$ cat src/rtl/pdn_gate_pkg.sv
package pdn_gate_pkg;

   localparam int OP_W = 4;

   // command opcodes seen on the bus
   localparam logic [OP_W-1:0] OP_ROW_OPEN = 4'h0;
   localparam logic [OP_W-1:0] OP_RD       = 4'h1;
   localparam logic [OP_W-1:0] OP_RD_AP    = 4'h2;
   localparam logic [OP_W-1:0] OP_WR       = 4'h3;
   localparam logic [OP_W-1:0] OP_WR_AP    = 4'h4;
   localparam logic [OP_W-1:0] OP_PRE_ONE  = 4'h5;
   localparam logic [OP_W-1:0] OP_PRE_ALL  = 4'h6;
   localparam logic [OP_W-1:0] OP_REF_ALL  = 4'h7;
   localparam logic [OP_W-1:0] OP_PDX_ACT  = 4'h8;
   localparam logic [OP_W-1:0] OP_PDX_PRE  = 4'h9;
   localparam logic [OP_W-1:0] OP_SRX      = 4'hA;

   // entry request kinds
   localparam logic [1:0] KIND_PDE_ACT = 2'd0;
   localparam logic [1:0] KIND_PDE_PRE = 2'd1;
   localparam logic [1:0] KIND_SRE     = 2'd2;
   localparam logic [1:0] KIND_NONE    = 2'd3;

   typedef enum logic [2:0] {
      PC_READ,
      PC_WRITE,
      PC_WRITE_AP,
      PC_REFRESH,
      PC_PD_EXIT,
      PC_SR_EXIT,
      PC_PRECHARGE,
      PC_ILLEGAL
   } pred_class_e;

   function automatic pred_class_e classify_op(input logic [OP_W-1:0] op);
      case (op)
         OP_RD, OP_RD_AP:          return PC_READ;
         OP_WR:                    return PC_WRITE;
         OP_WR_AP:                 return PC_WRITE_AP;
         OP_REF_ALL:               return PC_REFRESH;
         OP_PDX_ACT, OP_PDX_PRE:   return PC_PD_EXIT;
         OP_SRX:                   return PC_SR_EXIT;
         OP_PRE_ONE, OP_PRE_ALL:   return PC_PRECHARGE;
         default:                  return PC_ILLEGAL;
      endcase
   endfunction

   function automatic int max_of(input int a, input int b);
      return (a > b) ? a : b;
   endfunction

endpackage

$ cat src/rtl/pdn_spacing_lut.sv
module pdn_spacing_lut
   import pdn_gate_pkg::*;
#(
   parameter int T_RL    = 5,
   parameter int T_WL    = 4,
   parameter int T_BURST = 4,
   parameter int T_WR    = 6,
   parameter int T_RFC   = 30,
   parameter int T_XP    = 3,
   parameter int T_XS    = 40,
   parameter int T_RP    = 5,
   parameter int SP_W    = 6
) (
   input  pred_class_e       cls,
   output logic [SP_W-1:0]   spacing,
   output logic              legal
);

   localparam int SP_READ  = T_RL + T_BURST + 1;
   localparam int SP_WRITE = T_WL + T_BURST + T_WR;
   localparam int SP_WR_AP = SP_WRITE + 1;

   always_comb begin
      legal   = 1'b1;
      spacing = '0;
      case (cls)
         PC_READ:      spacing = SP_W'(SP_READ);
         PC_WRITE:     spacing = SP_W'(SP_WRITE);
         PC_WRITE_AP:  spacing = SP_W'(SP_WR_AP);
         PC_REFRESH:   spacing = SP_W'(T_RFC);
         PC_PD_EXIT:   spacing = SP_W'(T_XP);
         PC_SR_EXIT:   spacing = SP_W'(T_XS);
         PC_PRECHARGE: spacing = SP_W'(T_RP);
         default:      legal   = 1'b0;
      endcase
   end

endmodule

$ cat src/rtl/pdn_history.sv
module pdn_history
   import pdn_gate_pkg::*;
#(
   parameter int T_RL          = 5,
   parameter int T_WL          = 4,
   parameter int T_BURST       = 4,
   parameter int T_WR          = 6,
   parameter int T_RFC         = 30,
   parameter int T_XP          = 3,
   parameter int T_XS          = 40,
   parameter int T_RP          = 5,
   parameter int SP_W          = 6,
   parameter int AGE_CAP       = 40,
   parameter int STORE_SPACING = 1
) (
   input  logic              clk,
   input  logic              rst_n,
   input  logic              cmd_vld,
   input  logic [OP_W-1:0]   cmd_op,
   output logic              hist_vld,
   output logic [SP_W-1:0]   spacing,
   output logic              legal,
   output logic [SP_W-1:0]   age
);

   localparam logic [SP_W-1:0] CAP = SP_W'(AGE_CAP);

   pred_class_e in_cls;
   assign in_cls = classify_op(cmd_op);

   generate
      if (STORE_SPACING != 0) begin : g_store_spacing
         // decode at issue time, keep the resolved spacing
         logic [SP_W-1:0] nxt_sp;
         logic            nxt_legal;
         logic [SP_W-1:0] sp_q;
         logic            legal_q;

         pdn_spacing_lut #(
            .T_RL(T_RL), .T_WL(T_WL), .T_BURST(T_BURST), .T_WR(T_WR),
            .T_RFC(T_RFC), .T_XP(T_XP), .T_XS(T_XS), .T_RP(T_RP), .SP_W(SP_W)
         ) u_lut (
            .cls(in_cls), .spacing(nxt_sp), .legal(nxt_legal)
         );

         always_ff @(posedge clk) begin
            if (!rst_n) begin
               sp_q    <= '0;
               legal_q <= 1'b1;
            end else if (cmd_vld) begin
               sp_q    <= nxt_sp;
               legal_q <= nxt_legal;
            end
         end

         assign spacing = sp_q;
         assign legal   = legal_q;
      end else begin : g_store_class
         // keep only the class, decode on the request path
         pred_class_e cls_q;

         always_ff @(posedge clk) begin
            if (!rst_n)       cls_q <= PC_ILLEGAL;
            else if (cmd_vld) cls_q <= in_cls;
         end

         pdn_spacing_lut #(
            .T_RL(T_RL), .T_WL(T_WL), .T_BURST(T_BURST), .T_WR(T_WR),
            .T_RFC(T_RFC), .T_XP(T_XP), .T_XS(T_XS), .T_RP(T_RP), .SP_W(SP_W)
         ) u_lut (
            .cls(cls_q), .spacing(spacing), .legal(legal)
         );
      end
   endgenerate

   // distance since the latest command, saturating at the largest spacing
   always_ff @(posedge clk) begin
      if (!rst_n) begin
         hist_vld <= 1'b0;
         age      <= '0;
      end else if (cmd_vld) begin
         hist_vld <= 1'b1;
         age      <= SP_W'(1);
      end else if (hist_vld && age < CAP) begin
         age      <= age + 1'b1;
      end
   end

   p_age_start_r11: assert property (@(posedge clk) disable iff (!rst_n)
      cmd_vld |=> (hist_vld && age == SP_W'(1)));

   p_age_hold_r12: assert property (@(posedge clk) disable iff (!rst_n)
      (hist_vld && !cmd_vld && age == CAP) |=> (age == CAP));

   p_age_step_r13: assert property (@(posedge clk) disable iff (!rst_n)
      (hist_vld && !cmd_vld && age < CAP) |=> (age == $past(age) + 1'b1));

endmodule

$ cat src/rtl/pdn_entry_eval.sv
module pdn_entry_eval
   import pdn_gate_pkg::*;
#(
   parameter int SP_W = 6
) (
   input  logic              clk,
   input  logic              rst_n,
   input  logic              req_vld,
   input  logic [1:0]        req_kind,
   input  logic              hist_vld,
   input  logic [SP_W-1:0]   spacing,
   input  logic              legal,
   input  logic [SP_W-1:0]   age,
   output logic              entry_ok,
   output logic [SP_W-1:0]   wait_left,
   output logic              seq_err
);

   logic req_on;
   logic blocked;
   logic early;

   always_comb begin
      req_on    = req_vld && (req_kind != KIND_NONE);
      blocked   = hist_vld && !legal;
      early     = hist_vld && legal && (age < spacing);
      entry_ok  = req_on && !blocked && !early;
      seq_err   = req_on && blocked;
      wait_left = (req_on && early) ? (spacing - age) : '0;
   end

   p_excl_r8: assert property (@(posedge clk) disable iff (!rst_n)
      !(entry_ok && seq_err));

   p_ok_nowait_r2: assert property (@(posedge clk) disable iff (!rst_n)
      (entry_ok || seq_err) |-> (wait_left == '0));

   p_idle_r9: assert property (@(posedge clk) disable iff (!rst_n)
      (!req_vld || req_kind == KIND_NONE) |-> (!entry_ok && !seq_err && wait_left == '0));

endmodule

$ cat src/rtl/pdn_entry_gate.sv
module pdn_entry_gate
   import pdn_gate_pkg::*;
#(
   parameter int T_RL          = 5,
   parameter int T_WL          = 4,
   parameter int T_BURST       = 4,
   parameter int T_WR          = 6,
   parameter int T_RFC         = 30,
   parameter int T_XP          = 3,
   parameter int T_XS          = 40,
   parameter int T_RP          = 5,
   parameter int STORE_SPACING = 1,
   localparam int SP_MAX = max_of(max_of(max_of(T_RL + T_BURST + 1, T_WL + T_BURST + T_WR + 1),
                                         max_of(T_RFC, T_XP)),
                                  max_of(T_XS, T_RP)),
   localparam int SP_W   = $clog2(SP_MAX + 1)
) (
   input  logic              clk,
   input  logic              rst_n,
   input  logic              cmd_vld,
   input  logic [OP_W-1:0]   cmd_op,
   input  logic              req_vld,
   input  logic [1:0]        req_kind,
   output logic              entry_ok,
   output logic [SP_W-1:0]   wait_left,
   output logic              seq_err
);

   generate
      if (T_RL < 1 || T_WL < 1 || T_BURST < 1 || T_WR < 1 ||
          T_RFC < 1 || T_XP < 1 || T_XS < 1 || T_RP < 1) begin : g_bad_timing
         $error("pdn_entry_gate: every timing count must be at least one cycle");
      end
      if (STORE_SPACING != 0 && STORE_SPACING != 1) begin : g_bad_variant
         $error("pdn_entry_gate: STORE_SPACING must be 0 or 1");
      end
   endgenerate

   logic            hist_vld;
   logic [SP_W-1:0] spacing;
   logic            legal;
   logic [SP_W-1:0] age;

   pdn_history #(
      .T_RL(T_RL), .T_WL(T_WL), .T_BURST(T_BURST), .T_WR(T_WR),
      .T_RFC(T_RFC), .T_XP(T_XP), .T_XS(T_XS), .T_RP(T_RP),
      .SP_W(SP_W), .AGE_CAP(SP_MAX), .STORE_SPACING(STORE_SPACING)
   ) u_hist (
      .clk(clk), .rst_n(rst_n), .cmd_vld(cmd_vld), .cmd_op(cmd_op),
      .hist_vld(hist_vld), .spacing(spacing), .legal(legal), .age(age)
   );

   pdn_entry_eval #(.SP_W(SP_W)) u_eval (
      .clk(clk), .rst_n(rst_n), .req_vld(req_vld), .req_kind(req_kind),
      .hist_vld(hist_vld), .spacing(spacing), .legal(legal), .age(age),
      .entry_ok(entry_ok), .wait_left(wait_left), .seq_err(seq_err)
   );

   // a waiting request that stays present counts down by one each cycle
   p_countdown_r13: assert property (@(posedge clk) disable iff (!rst_n)
      (wait_left > SP_W'(1) && !cmd_vld) ##1 (req_vld && req_kind != KIND_NONE)
      |-> (wait_left == $past(wait_left) - 1'b1));

endmodule

$ cat config.mk
export PLATFORM = sky130hd
export DESIGN_NAME = pdn_entry_gate
export DESIGN_NICKNAME = d
export VERILOG_FILES = /design/src/rtl/pdn_gate_pkg.sv /design/src/rtl/pdn_spacing_lut.sv /design/src/rtl/pdn_history.sv /design/src/rtl/pdn_entry_eval.sv /design/src/rtl/pdn_entry_gate.sv
export SDC_FILE = /design/constraint.sdc
export NUM_CORES = 1
export LEC_CHECK = 0
export CORE_ASPECT_RATIO = 0.8
export CORE_UTILIZATION = 45
export DETAILED_ROUTE_END_ITERATION = 7
export PLACE_DENSITY = 0.7
export SYNTH_ARGS = -nofsm -noshare
export SYNTH_HDL_FRONTEND = slang
export SYNTH_HIERARCHICAL = 1
export SYNTH_SLANG_ARGS = --single-unit
$ cat constraint.sdc
create_clock -name clk -period 2.7 [get_ports clk]
set_input_delay 0.405 -clock clk [delete_from_list [all_inputs] [get_ports clk]]
set_output_delay 0.405 -clock clk [all_outputs]
set_load 0.005 [all_outputs]
==> results.json <==
{
  "status": "completed",
  "final_hold_viol_count": 0,
  "ff2ff_setup_slack_ps": 1370,
  "initialDrtViolationCount": 36,
  "worstPathCellList": "inv_2 -> ha_4 -> inv_2 -> fa_2 -> a21o_1 -> a221oi_2 -> or4_4 -> buf_6 -> a211oi_2 -> buf_2",
  "gr-usage-all-layers_pct": 24.05,
  "crit_path_end_kind": "output port",
  "hold_path_class": "reg -> reg",
  "dieArea_um2": 2540,
  "cts_made_buffers": 3,
  "worstReg2RegStart": "u_hist/age[3]$_SDFFE_PP0P_",
  "num_vias": 1042,
  "io_buffers": 17,
  "pre_cts_slack_ps": -84.87,
  "p_per_area_nw_per_um2": 382.2,
  "die_x_um": 56.10,
  "layout.cells.non_filler": 190,
  "critPathSlowestCell": "or4_4",
  "yosysMostFrequentCell": "inv_1",
  "hold_start": "u_hist/spacing[0]$_SDFFE_PN0P_",
  "hpwl_mm": 2.022,
  "whs_path_depth": 2,
  "num_io_pins": 18,
  "critPathRequiredTime_ps": 2300,
  "synth_seq_cells": 14,
  "fillers": 176,
  "diodes": 0,
  "cts.path.max_buffers": 2,
  "hold_slack_ps": 536.6,
  "path_common_cell": "inv_2",
  "htreeDepth": 1,
  "power.ir.vdd_worst_mv": 0.3104,
  "grt_pass1_vias": 1028,
  "finalCoreUtilization_pct": 68.62,
  "path_class": "reg -> out",
  "grt_max_degree": 12,
  "cts.clk_slew.worst_paths_ps": 90,
  "cap_violations": 0,
  "drt_first_pass_iters": 4,
  "fin_skew_ps": 6.735,
  "antenna_found_initial": 0,
  "place_inst": 183,
  "fmaxAchievable_mhz": 377.6,
  "nets": 186,
  "synth_warnings": 6,
  "synth_top_flop_cell": "dfxtp_1",
  "rsz0062_at_grt": "true",
  "die_y_um": 45.28,
  "syn2layout_area_growth_pct": 41.81,
  "worst_ep_arrival_time_ps": 2240,
  "drc": 0,
  "placed_area_um2": 1346,
  "core_area_um2": 2177,
  "syn_inst": 130,
  "maxSlewHeadroom_pct": 72.24,
  "clk_latency_ps": 290,
  "cts_tree": "done",
  "period_share_pct": 98.08,
  "synth_largest_area_cell": "dfxtp_1",
  "post-route-min-period_ps": 2648,
  "finalWeightedCongestion": 0.8165,
  "syn_nets": 150,
  "synth_top_area_share_pct": 26.60,
  "synth-edff-count": 0,
  "crit_fanout": 5,
  "fin_area_um2": 1494,
  "vias_per_cell": 5.484,
  "async_flop_share_pct": 0,
  "drive_gt1_share_pct": 32.12,
  "timing.final.ws_setup_ps": 51.82,
  "cp_slowest_stage_delay_ps": 540,
  "worstReg2RegEnd": "u_hist/age[3]$_SDFFE_PP0P_",
  "power_mw": 0.5709,
  "drt-wirelength-per-cell_um": 14.09,
  "grt_first_pass_wirelength_mm": 4.526,
  "netlist_top_cells_area": "dfxtp_1 27%, ha_1 11%, mux2i_1 8.6%, nor2b_1 6.5%, inv_1 5.3%",
  "finalSetupTns_ps": 0,
  "clock_sinks": 14,
  "ys_seq_area_share_pct": 26.60,
  "synth_commonest_cells": "15 x inv_1, 14 x dfxtp_1, 11 x nor2_1, 11 x nor2b_1",
  "p_leak_nw": 0.6438,
  "wirelength_mm": 2.678,
  "rows": 15,
  "worst_r2r_path_depth": 4,
  "clockRootBuffer": "clkbuf_4",
  "whs_endpoint": "u_hist/spacing[0]$_SDFFE_PN0P_",
  "drtAntennaViolNets": 0,
  "final_max_slew_viol_count": 0,
  "initial_utilization_pct": 48.39,
  "gr-total-overflow": 0,
  "final-setup-viol-count": 0,
  "avgSynthCellArea_um2": 8.104,
  "synth_area_um2": 1054,
  "worstMarginPinSlew_ps": 416.4,
  "synth_cell_type_count": 34,
  "start_kind": "register"
}
## per-layer routing
layer	wire, um	track usage, %
met2	1314	41.43
met5	0	0
met4	74	11.71
met3	117	6.877
met1	1172	28.22
## cells by family after synthesis
family                   count (synthesis)  share of synthesized area [%]
AO/OA/AOI/OAI                           31                          20.43
flip-flops                              14                          26.60
adder cells (fa/ha/maj)                 10                          12.59
XOR/XNOR                                 2                          1.663
buffers and inverters                   19                          7.006
AND/OR/NAND/NOR                         45                          23.16
multiplexers                             9                          8.551
## layout by cell type, fill, tap and decap left out, drive strengths merged, types with 2 or more instances in the layout
cell and count:
a211o 2, nor2 11, o21ai 7, clkdlybuf4s50 10
o21a 4, buf 20, a221oi 2, nand3 4
or4 2, nand2b 2, a211oi 3, nand2 5
or3 2, ha 9, mux2i 9, and3 2
inv 16, dlygate4sd2 2, dfxtp 14, clkdlybuf4s15 2
a21o 2, o31a 2, a21oi 6, clkbuf 4
nor3 5, nor2b 11
## power by group
group / leakage [nW] / internal, mW / switching (mW)
registers: 0.118 / 0.217 / 0.00988
logic: 0.505 / 0.0993 / 0.0907
clock network: 0.0210 / 0.0823 / 0.0722
## registers in the layout, indices dropped and copies added, names as in the netlist
register and cells:
u_hist/age 6, u_hist/spacing 6, u_hist/hist_vld 1, u_hist/legal 1
## repair_timing
action,CTS,global route
setup endpoints to repair,7,7
resized for setup,39,9
pin swaps,4,6
hold buffers,0,0
buffers inserted,5,0
## layout make-up
class | count | area [um2] | area share (%)
Sequential cell | 14 | 290.3 | 19.43
Tap cell | 25 | 31.28 | 2.094
Inverter | 16 | 60.06 | 4.020
Multi-Input combinational cell | 97 | 788.3 | 52.76
Timing Repair Buffer | 34 | 287.8 | 19.26
Clock buffer | 4 | 36.28 | 2.429
## critical path, delay by kind of cell (launching register included)
family / cells / cell delay, ps
and+or+nand+nor: 1 / 540
buffers and inverters: 4 / 370
adders and majority gates: 2 / 350
AOI/OAI and AO/OA: 3 / 350
DFF: 1 / 340
## worst max path at each step
stage                                    from      endpoint  slack, ps  cells past startpoint
3_5_place_dp       u_hist/age[0]$_SDFFE_PN0P_      entry_ok        -80                      8
4_1_cts        u_hist/spacing[4]$_SDFFE_PN0P_  wait_left[0]         30                      8
3_3_place_gp   u_hist/spacing[0]$_SDFFE_PN0P_  wait_left[3]         20                      9
6_report       u_hist/spacing[0]$_SDFFE_PN0P_  wait_left[3]         50                     10
2_1_floorplan      u_hist/age[4]$_SDFFE_PP0P_  wait_left[3]        450                      7
5_1_grt        u_hist/spacing[0]$_SDFFE_PN0P_  wait_left[3]        -50                     10
Note: power is estimated with default switching activity, not from simulation.
